$ cat config.mk
export PLATFORM = sky130hd
export DESIGN_NAME = stream_link_monitor
export DESIGN_NICKNAME = d
export VERILOG_FILES = /design/src/rtl/lmon_pkg.sv /design/src/rtl/lmon_sat_counter.sv /design/src/rtl/lmon_decode.sv /design/src/rtl/lmon_regmap.sv /design/src/rtl/stream_link_monitor.sv
export SDC_FILE = /design/constraint.sdc
export NUM_CORES = 1
export LEC_CHECK = 0
export BUFFER_PORTS_ARGS = -buffer_cell sky130_fd_sc_hd__clkbuf_2
export CORE_MARGIN = 5
export CORE_UTILIZATION = 60
export CTS_CLUSTER_SIZE = 28
export DETAILED_ROUTE_END_ITERATION = 10
export GPL_TIMING_DRIVEN = 0
export PLACE_DENSITY = 0.8
export SYNTH_ARGS = -nofsm -noshare
export SYNTH_HDL_FRONTEND = slang
export SYNTH_HIERARCHICAL = 1
export SYNTH_SLANG_ARGS = --single-unit
$ cat constraint.sdc
create_clock -name clk -period 4 [get_ports clk]
set_input_delay 0.4 -clock clk [delete_from_list [all_inputs] [get_ports clk]]
set_output_delay 0.4 -clock clk [all_outputs]
set_load 0.02 [all_outputs]
$ cat src/rtl/lmon_pkg.sv
package lmon_pkg;

    localparam int REG_W  = 32;
    localparam int RES_W  = 16;
    localparam int NIB_W  = 4;
    localparam int ADDR_W = 3;
    localparam int IDX_W  = 4;

    localparam logic [NIB_W-1:0] CODE_PICTURE    = 4'h0;
    localparam logic [NIB_W-1:0] CODE_DESCRIPTOR = 4'hF;

    localparam logic [ADDR_W-1:0] A_STATUS = 3'd0;
    localparam logic [ADDR_W-1:0] A_PIC    = 3'd1;
    localparam logic [ADDR_W-1:0] A_DSC    = 3'd2;
    localparam logic [ADDR_W-1:0] A_RES    = 3'd3;
    localparam logic [ADDR_W-1:0] A_DUR    = 3'd4;
    localparam logic [ADDR_W-1:0] A_CLR    = 3'd5;

    typedef enum logic [1:0] {
        PK_NONE,
        PK_PICTURE,
        PK_DESCRIPTOR
    } pkt_kind_e;

    typedef struct packed {
        logic [RES_W-1:0] height;
        logic [RES_W-1:0] width;
    } res_t;

    typedef struct packed {
        logic             take;
        logic             sop;
        logic             eop;
        logic [NIB_W-1:0] nib;
    } beat_t;

    function automatic pkt_kind_e kind_of(input logic [NIB_W-1:0] code);
        if (code == CODE_PICTURE)         return PK_PICTURE;
        else if (code == CODE_DESCRIPTOR) return PK_DESCRIPTOR;
        else                              return PK_NONE;
    endfunction

    // Beats 1..4 after the header fill width MS nibble first, 5..8 fill height.
    function automatic res_t place_nibble(input res_t cur, input logic [IDX_W-1:0] idx,
                                          input logic [NIB_W-1:0] nib);
        res_t r;
        int   k;
        r = cur;
        k = int'(idx);
        if (k >= 1 && k <= 4)
            r.width[(4 - k) * NIB_W +: NIB_W] = nib;
        else if (k >= 5 && k <= 8)
            r.height[(8 - k) * NIB_W +: NIB_W] = nib;
        return r;
    endfunction

endpackage

$ cat src/rtl/lmon_sat_counter.sv
module lmon_sat_counter #(
    parameter int CNT_W = 16
) (
    input  logic             clk,
    input  logic             rst,
    input  logic             clr,
    input  logic             inc,
    output logic [CNT_W-1:0] q
);

    localparam logic [CNT_W-1:0] CNT_MAX = '1;

    logic [CNT_W-1:0] nxt;

    // Clear first, then the event of the same cycle is applied on top.
    always_comb begin
        nxt = clr ? '0 : q;
        if (inc && nxt != CNT_MAX)
            nxt = nxt + CNT_W'(1);
    end

    always_ff @(posedge clk) begin
        if (rst) q <= '0;
        else     q <= nxt;
    end

    AST_SAT_HOLD: assert property (@(posedge clk) disable iff (rst)
        (q == CNT_MAX && inc && !clr) |=> (q == CNT_MAX));
    AST_CLR_ZERO: assert property (@(posedge clk) disable iff (rst)
        (clr && !inc) |=> (q == '0));
    AST_STEP_ONE: assert property (@(posedge clk) disable iff (rst)
        (inc && !clr && q != CNT_MAX) |=> (q == $past(q) + CNT_W'(1)));
    AST_CLR_EVENT: assert property (@(posedge clk) disable iff (rst)
        (inc && clr) |=> (q == CNT_W'(1)));

endmodule

$ cat src/rtl/lmon_decode.sv
module lmon_decode
    import lmon_pkg::*;
(
    input  logic  clk,
    input  logic  rst,
    input  beat_t bt,
    output logic  open_o,
    output logic  sop_take,
    output logic  pic_done,
    output logic  dsc_done,
    output res_t  res_o
);

    logic             open_q;
    pkt_kind_e        kind_q;
    pkt_kind_e        cur_kind;
    logic [IDX_W-1:0] idx_q;
    res_t             shadow_q;
    res_t             shadow_n;
    res_t             res_q;
    logic             start;
    logic             cont;
    logic             closes;

    always_comb begin
        start    = bt.take && bt.sop;
        cont     = bt.take && !bt.sop && open_q;
        closes   = bt.take && bt.eop && (start || open_q);
        cur_kind = start ? kind_of(bt.nib) : kind_q;
        shadow_n = start ? '0 : shadow_q;
        if (cont && kind_q == PK_DESCRIPTOR)
            shadow_n = place_nibble(shadow_q, idx_q, bt.nib);
        pic_done = closes && (cur_kind == PK_PICTURE);
        dsc_done = closes && (cur_kind == PK_DESCRIPTOR);
    end

    always_ff @(posedge clk) begin
        if (rst) begin
            open_q   <= 1'b0;
            kind_q   <= PK_NONE;
            idx_q    <= '0;
            shadow_q <= '0;
            res_q    <= '0;
        end else begin
            if (start) begin
                kind_q <= kind_of(bt.nib);
                idx_q  <= IDX_W'(1);
            end else if (cont && idx_q != '1) begin
                idx_q  <= idx_q + IDX_W'(1);
            end
            shadow_q <= shadow_n;
            if (closes)     open_q <= 1'b0;
            else if (start) open_q <= 1'b1;
            if (dsc_done)   res_q  <= shadow_n;
        end
    end

    assign open_o   = open_q;
    assign sop_take = start;
    assign res_o    = res_q;

    AST_OPEN_SET: assert property (@(posedge clk) disable iff (rst)
        (bt.take && bt.sop && !bt.eop) |=> open_q);
    AST_OPEN_CLR: assert property (@(posedge clk) disable iff (rst)
        (bt.take && bt.eop) |=> !open_q);
    AST_RES_HOLD: assert property (@(posedge clk) disable iff (rst)
        !dsc_done |=> $stable(res_q));
    AST_NO_TAKE_NO_DONE: assert property (@(posedge clk) disable iff (rst)
        !bt.take |-> (!pic_done && !dsc_done));

endmodule

$ cat src/rtl/lmon_regmap.sv
module lmon_regmap
    import lmon_pkg::*;
#(
    parameter int CNT_W = 16
) (
    input  logic              reg_wr,
    input  logic [ADDR_W-1:0] reg_addr,
    input  logic              st_valid,
    input  logic              st_ready,
    input  logic              st_open,
    input  logic [CNT_W-1:0]  pic_cnt,
    input  logic [CNT_W-1:0]  dsc_cnt,
    input  logic [CNT_W-1:0]  dur_cnt,
    input  res_t              res,
    output logic [REG_W-1:0]  rdata,
    output logic              clr
);

    always_comb begin
        clr = reg_wr && (reg_addr == A_CLR);
        case (reg_addr)
            A_STATUS: rdata = REG_W'({st_open, st_ready, st_valid});
            A_PIC:    rdata = REG_W'(pic_cnt);
            A_DSC:    rdata = REG_W'(dsc_cnt);
            A_RES:    rdata = res;
            A_DUR:    rdata = REG_W'(dur_cnt);
            default:  rdata = '0;
        endcase
    end

endmodule

$ cat src/rtl/stream_link_monitor.sv
module stream_link_monitor
    import lmon_pkg::*;
#(
    parameter int DATA_W = 8,
    parameter int CNT_W  = 16
) (
    input  logic              clk,
    input  logic              rst,
    input  logic [DATA_W-1:0] s_data,
    input  logic              s_valid,
    output logic              s_ready,
    input  logic              s_sop,
    input  logic              s_eop,
    output logic [DATA_W-1:0] m_data,
    output logic              m_valid,
    input  logic              m_ready,
    output logic              m_sop,
    output logic              m_eop,
    input  logic              reg_wr,
    input  logic [2:0]        reg_addr,
    output logic [31:0]       reg_rdata
);

    beat_t            bt;
    logic             open_w;
    logic             sop_take;
    logic             pic_done;
    logic             dsc_done;
    logic             clr;
    res_t             res_w;
    logic [CNT_W-1:0] pic_cnt;
    logic [CNT_W-1:0] dsc_cnt;
    logic [CNT_W-1:0] dur_cnt;

    // Transparent path, no registers.
    assign m_data  = s_data;
    assign m_valid = s_valid;
    assign m_sop   = s_sop;
    assign m_eop   = s_eop;
    assign s_ready = m_ready;

    always_comb begin
        bt.take = s_valid && m_ready;
        bt.sop  = s_sop;
        bt.eop  = s_eop;
        bt.nib  = s_data[NIB_W-1:0];
    end

    lmon_decode u_decode (
        .clk      (clk),
        .rst      (rst),
        .bt       (bt),
        .open_o   (open_w),
        .sop_take (sop_take),
        .pic_done (pic_done),
        .dsc_done (dsc_done),
        .res_o    (res_w)
    );

    lmon_sat_counter #(.CNT_W(CNT_W)) u_pic_cnt (
        .clk (clk), .rst (rst), .clr (clr), .inc (pic_done), .q (pic_cnt)
    );

    lmon_sat_counter #(.CNT_W(CNT_W)) u_dsc_cnt (
        .clk (clk), .rst (rst), .clr (clr), .inc (dsc_done), .q (dsc_cnt)
    );

    lmon_sat_counter #(.CNT_W(CNT_W)) u_dur_cnt (
        .clk (clk), .rst (rst), .clr (clr || sop_take),
        .inc (open_w && !sop_take), .q (dur_cnt)
    );

    lmon_regmap #(.CNT_W(CNT_W)) u_regmap (
        .reg_wr   (reg_wr),
        .reg_addr (reg_addr),
        .st_valid (s_valid),
        .st_ready (m_ready),
        .st_open  (open_w),
        .pic_cnt  (pic_cnt),
        .dsc_cnt  (dsc_cnt),
        .dur_cnt  (dur_cnt),
        .res      (res_w),
        .rdata    (reg_rdata),
        .clr      (clr)
    );

    AST_DUR_HOLD: assert property (@(posedge clk) disable iff (rst)
        (!open_w && !sop_take && !clr) |=> $stable(dur_cnt));
    AST_DUR_START: assert property (@(posedge clk) disable iff (rst)
        sop_take |=> (dur_cnt == '0));
    AST_RESET_STATE: assert property (@(posedge clk)
        $past(rst) |-> (pic_cnt == '0 && dsc_cnt == '0 && !open_w));

endmodule

# After elaboration in Yosys (flattened, before gate mapping)
# Index checks and enable logic that the tools add are counted.
word_totals:
  reg_bits: 119
  inputBits: 18
op_classes:
  muxes: 19
  eq_ne: 13
  n_lt_le_gt_ge: 4
  shift: 4
  addsub: 8
  reduce_logical: 26
op_table:
  columns: ["cell", "n"]
  rows:
  - ["$pmux 32 s5", 1]
  - ["$mux 16", 9]
  - ["$neg 32->33", 2]
  - ["$shift 4x33->16 const A", 2]
  - ["$shiftx 4x33->16", 2]
  - ["$mux 32", 2]
  - ["$add 16x1->16 const B", 3]
  - ["$ne 16x16->1 const B", 3]
  - ["$bwmux 16", 2]
  - ["$logic_and 1x1->1", 17]
  - ["$eq 3x2->1 const B", 2]
  - ["$eq 3x3->1 const B", 2]
  - ["$mux 2", 3]
  - ["$sub 3x4->5 const A", 1]
  - ["$sub 4x4->5 const A", 1]
  - ["$add 4x1->4 const B", 1]
  - ["$eq 2x2->1 const B", 2]
  - ["$eq 4x4->1 const B", 1]
  - ["$ge 4x1->1 const B", 1]
  - ["$ge 4x3->1 const B", 1]
  - ["$le 4x3->1 const B", 1]
  - ["$le 4x4->1 const B", 1]
  - ["$logic_not 4->1", 1]
  - ["$ne 4x4->1 const B", 1]
  - ["8 further kinds", 12]

# Longest topological paths before layout
depth:
  depth_word: 8
  ltp_mapped: 15
  mapped_depth_nobuf: 12

# Hierarchy
# Netlist, hierarchy kept.
modules_own_cells:
  columns: ["mod", "area_per_inst_um2", "cells_each", "n_inst", "seq_area_each_um2"]
  rows:
  - ["lmon_decode", 3443.3, 385, 1, 1421.4]
  - ["lmon_sat_counter", 862.1, 103, 3, 320.3]
  - ["lmon_regmap", 777.0, 86, 1, 0.0]
  - ["stream_link_monitor", 111.4, 15, 1, 0.0]

# Worst setup path before layout
# OpenSTA, ideal clock, no wires.
synth_path:
  path_kind: "flip-flop to flip-flop"
  from: "register u_decode.idx_q[0]"
  to: "register u_decode.res_q, in the netlist u_decode/res_o[7]"
  slack_ps: 509
  arrival_time_ps: 3405
  period_less_slack_ps: 3491
  t_required_ps: 3914
  path_stages_with_launch: 14
  setup_ps: 86
  cell_sequence: "dfxtp_1 buf_2 inv_1 ha_1 buf_1 nor3_1 nand2_1 ha_1 or4b_4 nor4_4 nand3_2 nor2_4 mux2_1 a211oi_1"
synth_via:
  elab_chain_len: 6
synth_lines:
  columns: ["item", "line", "rtl"]
  rows:
  - ["from (decl)", "lmon_decode.sv:17", "logic [IDX_W-1:0] idx_q;"]
  - ["from (signal assigned)", "lmon_decode.sv:49", "idx_q <= idx_q + IDX_W'(1);"]
  - ["$sub 3x4->5", "lmon_pkg.sv:51", "r.width[(4 - k) * NIB_W +: NIB_W] = nib;"]
  - ["$neg 32->33", "lmon_pkg.sv:51", null]
  - ["$shiftx 4x33->16 / $shift 4x33->16 (equally long branches)", "lmon_pkg.sv:51", null]
  - ["$bwmux 16", "lmon_pkg.sv:51", null]
  - ["$mux 16 (*)", "lmon_pkg.sv:50", "if (k >= 1 && k <= 4)"]
  - ["$mux 32 (*)", "lmon_decode.sv:31", "if (cont && kind_q == PK_DESCRIPTOR)"]
  - ["to (signal assigned)", "lmon_decode.sv:54", "if (dsc_done) res_q <= shadow_n;"]
  - ["to (decl)", "lmon_decode.sv:20", "res_t res_q;"]
# Every way passes the cells marked *; elsewhere a longest branch is shown, timed or not.
# A chain may end at the register's enable or synchronous reset.

# Worst setup path after layout
# Ends and elaborated chain as after synthesis.

==> results by group <==
Detailed routing
  • Iteration-0 DRC Markers: about 650
  • Detailed-route DRC error count: 0
  • Total Wirelength: between 15000 and 20000 microns
  • DR WL/cell: about 18 microns
  • Drt first pass iters: 5
  • Via count: around 6400
  • Vias per cell: ~6.2
  • Antenna-violating nets left: 0

Floorplanning
  • Cell Rows: 39
  • Die H: 117 microns
  • Initial Util: 0.608
  • Die area: 13800 sq um
  • Core Region: 11400 sq um
  • Die Wd: 117 microns
  • Ports: 62

Setup path
  • Critical Path Most Common Cell: ha_1
  • Buf/Inv on CP: 3
  • Worst R2R Path Depth: 13
  • Worst-path cell chain: clkbuf_4, inv_1, ha_1, clkbuf_2, nor3_4, nand2_1, ha_1, or4b_4, nor4_4, nand3_2, nor2_4, mux2_1, a211oi_1
  • Worst Path Required: 4320 ps
  • Crit start category: flip-flop
  • CP max FO: 10
  • Reg2reg start: u_decode/idx_q[0]
  • Critical Path Sink Type: flip-flop
  • Crit path kind: reg2reg
  • Critical path's largest stage delay: 500 ps
  • Worst EP arrival: 4190 ps
  • CP Depth: 13
  • Top cell family by delay on the critical path: simple AND/OR/NAND/NOR gates
  • CP Launch Point: u_decode/idx_q[0]
  • Slowest stage cell, crit path: or4b_4

STA
  • Tmin final: approximately 3900 ps
  • Setup ws final: 128 ps
  • Clk_skew: approximately 8.4 ps
  • Least-Margin Pin Slew: 1210 ps
  • Setup-failing EPs final: 0
  • Slew Limit Fails: 0
  • Fmax: 258 MHz
  • Final Hold Viols: 0
  • Max transition margin: 0.185
  • Fin crit share: 0.968

Pwr
  • VDD IR-drop max: ~280 uV
  • Leak: 0.00306 uW
  • Power per cell area: between 300 and 400 nW/um^2

Logic synthesis
  • Post-Syn Area per Cell: 8.70 sq um
  • Post-Syn Nets: 826
  • Compound-Gate Fraction of Synth Area: 0.178
  • Post-synthesis register bit count: 119
  • Post-synthesis mux area share: 0.0599
  • Top_reg_cell synth: dfxtp_1
  • Yosys warns: 6
  • Cells after Synth: 795
  • Sequential cell area fraction in the yosys report: 0.344
  • Unique masters post-synth: 70
  • Area contributors post-synth: dfxtp_1 (34%), nor2_1 (5.0%), mux2i_1 (4.6%)
  • Synth Area in Simple Gates: 0.327
  • Synth area leader: dfxtp_1
  • Synth Cell Area: approximately 6900 sq um
  • Synth Area in Adders: 0.0235
  • Post-synth top area share: 0.344
  • Largest family of logic cells by synthesized area: simple AND/OR/NAND/NOR gates
  • Ys async rst share: 0
  • XOR/XNOR Fraction of Synth Area: 0.00506
  • Post-synth EDFFs: 0

Place
  • DP HPWL: approximately 14000 microns
  • Input/output buffers: 55
  • Gpl congestion: 0.946
  • Placed Cells: 993
  • Worst slack at placement: 27.8 ps

Hold path
  • Hold path start: s_eop
  • Hold Path Stages: 2
  • Worst Hold Class: in2reg

GRT
  • Gr usage total: 0.266
  • First-pass GRT wire length: 30300 microns
  • GRT Residual Overflow: 0
  • Largest net degree at the start of global routing: 17
  • Vias in the first global route: 6131
  • Antenna violations before repair: 0

Clock network
  • CTS Buffer Depth: 2
  • Sink Count: roughly 120
  • Inserted Clock Buffers: 17
  • CTS Root Cell: clkbuf_16
  • Clock Latency Late Sink: 410 ps
  • H-tree depth: 4
  • CTS tree: built
  • Clk slew on worst S/H paths: 50 ps

Final layout
  • Fillers: between 900 and 1000
  • Antenna Cells: 0
  • Nets: 900
  • Final non-filler cell total: 1022
  • Area grow syn2layout: 14.4%
  • Share of cells above drive strength 1: 0.213

Job
  • Maximum capacitance violations: 0

Status
  • Run status: finished clean
## routing by layer
| layer | track usage | vias up | wire, microns |
|---|---|---|---|
| li1 | - | 3044 | - |
| met1 | 0.329 | 3039 | 7620 |
| met2 | 0.438 | 250 | 9040 |
| met3 | 0.0597 | 46 | 1280 |
| met4 | 0.124 | 0 | 640 |
| met5 | 0 | - | 0 |
## worst paths after layout
kind                        endpoint  slack [ps]
setup reg to reg   u_decode/res_o[7]         130
hold reg to reg   u_decode/res_o[29]         450
setup / recovery   u_decode/res_o[7]         130
hold / removal       u_decode/open_o         280
## kinds of logic (layout without fill, tap and decap cells)
| kind of cell | Yosys count | count (layout) |
|---|---|---|
| AO/OA/AOI/OAI | 168 | 168 |
| XOR/XNOR | 4 | 4 |
| adder cells (fa/ha/maj) | 13 | 13 |
| buffers and inverters | 78 | 162 |
| flip-flops | 119 | 119 |
| multiplexers | 40 | 40 |
| AND/OR/NAND/NOR | 373 | 373 |
## power breakdown
part / internal, uW / switching (uW) / total, uW
combinational: 69.0 / 134 / 203
clock: 850 / 510 / 1360
sequential: 1190 / 3.68 / 1190
total: 2110 / 648 / 2760
## per-stage QoR
stage | power [uW] | utilization | cell area [sq um] | setup TNS [ps] | hold WS, ps
2_1_floorplan | 1360 | - | 6920 | 0 | 423
3_3_place_gp | 1410 | 0.648 | 7370 | 0 | 439
3_5_place_dp | 1410 | 0.648 | 7370 | 0 | 447
4_1_cts | 2770 | 0.695 | 7900 | 0 | 262
5_1_grt | 2850 | 0.696 | 7910 | -12.5 | 276
6_report | 2760 | 0.696 | 7910 | 0 | 276
## cells in the mapped netlist, drive strengths merged, types with 4 or more instances
cell / count
nor2: 94
nand3: 18
o21ai: 37
nand2: 56
o22ai: 17
buf: 35
or3: 18
or4: 6
nor2b: 12
nor3b: 7
a21oi: 41
dfxtp: 119
xnor2: 4
ha: 13
nand4b: 14
mux2: 8
a22oi: 19
a31oi: 14
nor3: 31
and4b: 5
a211oi: 29
mux2i: 32
and2b: 8
clkbuf: 21
inv: 22
nand2b: 19
and3: 29
nor4: 19
nand4: 13
and2: 8
or2: 4
## area by class of cell
| class | instances | area [sq um] | area share |
|---|---|---|---|
| multi-input cells | 598 | 4120 | 0.520 |
| plain buffers | 56 | 350 | 0.0443 |
| well taps | 143 | 179 | 0.0226 |
| clock inverters | 10 | 83.8 | 0.0106 |
| repair buffers | 55 | 275 | 0.0348 |
| inverters | 22 | 82.6 | 0.0104 |
| flip-flops and latches | 119 | 2380 | 0.301 |
| clock buffers | 19 | 443 | 0.0560 |
## sequential cells by signal, indices dropped and copies added (netlist names)
signal / flops
u_decode/res_o: 32
u_decode/shadow_q: 32
u_decode/idx_q: 4
u_dsc_cnt/q: 16
u_decode/kind_q: 2
u_decode/open_o: 1
u_pic_cnt/q: 16
u_dur_cnt/q: 16
## layout by cell type, fill, tap and decap left out, drive strengths merged, types with 4 or more instances in the layout
master  instances
a211oi         29
a21oi          41
a22oi          19
a31oi          14
and2            8
and2b           8
and3           29
and4b           5
buf            33
clkbuf         97
clkinv          7
dfxtp         119
ha             13
inv            22
mux2            8
mux2i          32
nand2          56
nand2b         19
nand3          18
nand4          13
nand4b         14
nor2           94
nor2b          12
nor3           31
nor3b           7
nor4           19
o21ai          37
o22ai          17
or2             4
or3            18
or4             6
xnor2           4
## timing repair
item / CTS / global route
setup endpoints to repair: 0 / 26
resized for setup: 0 / 4
hold buffers: 0 / 0
setup buffers: 0 / 0
No activity file was read; power rests on OpenSTA's default activity.
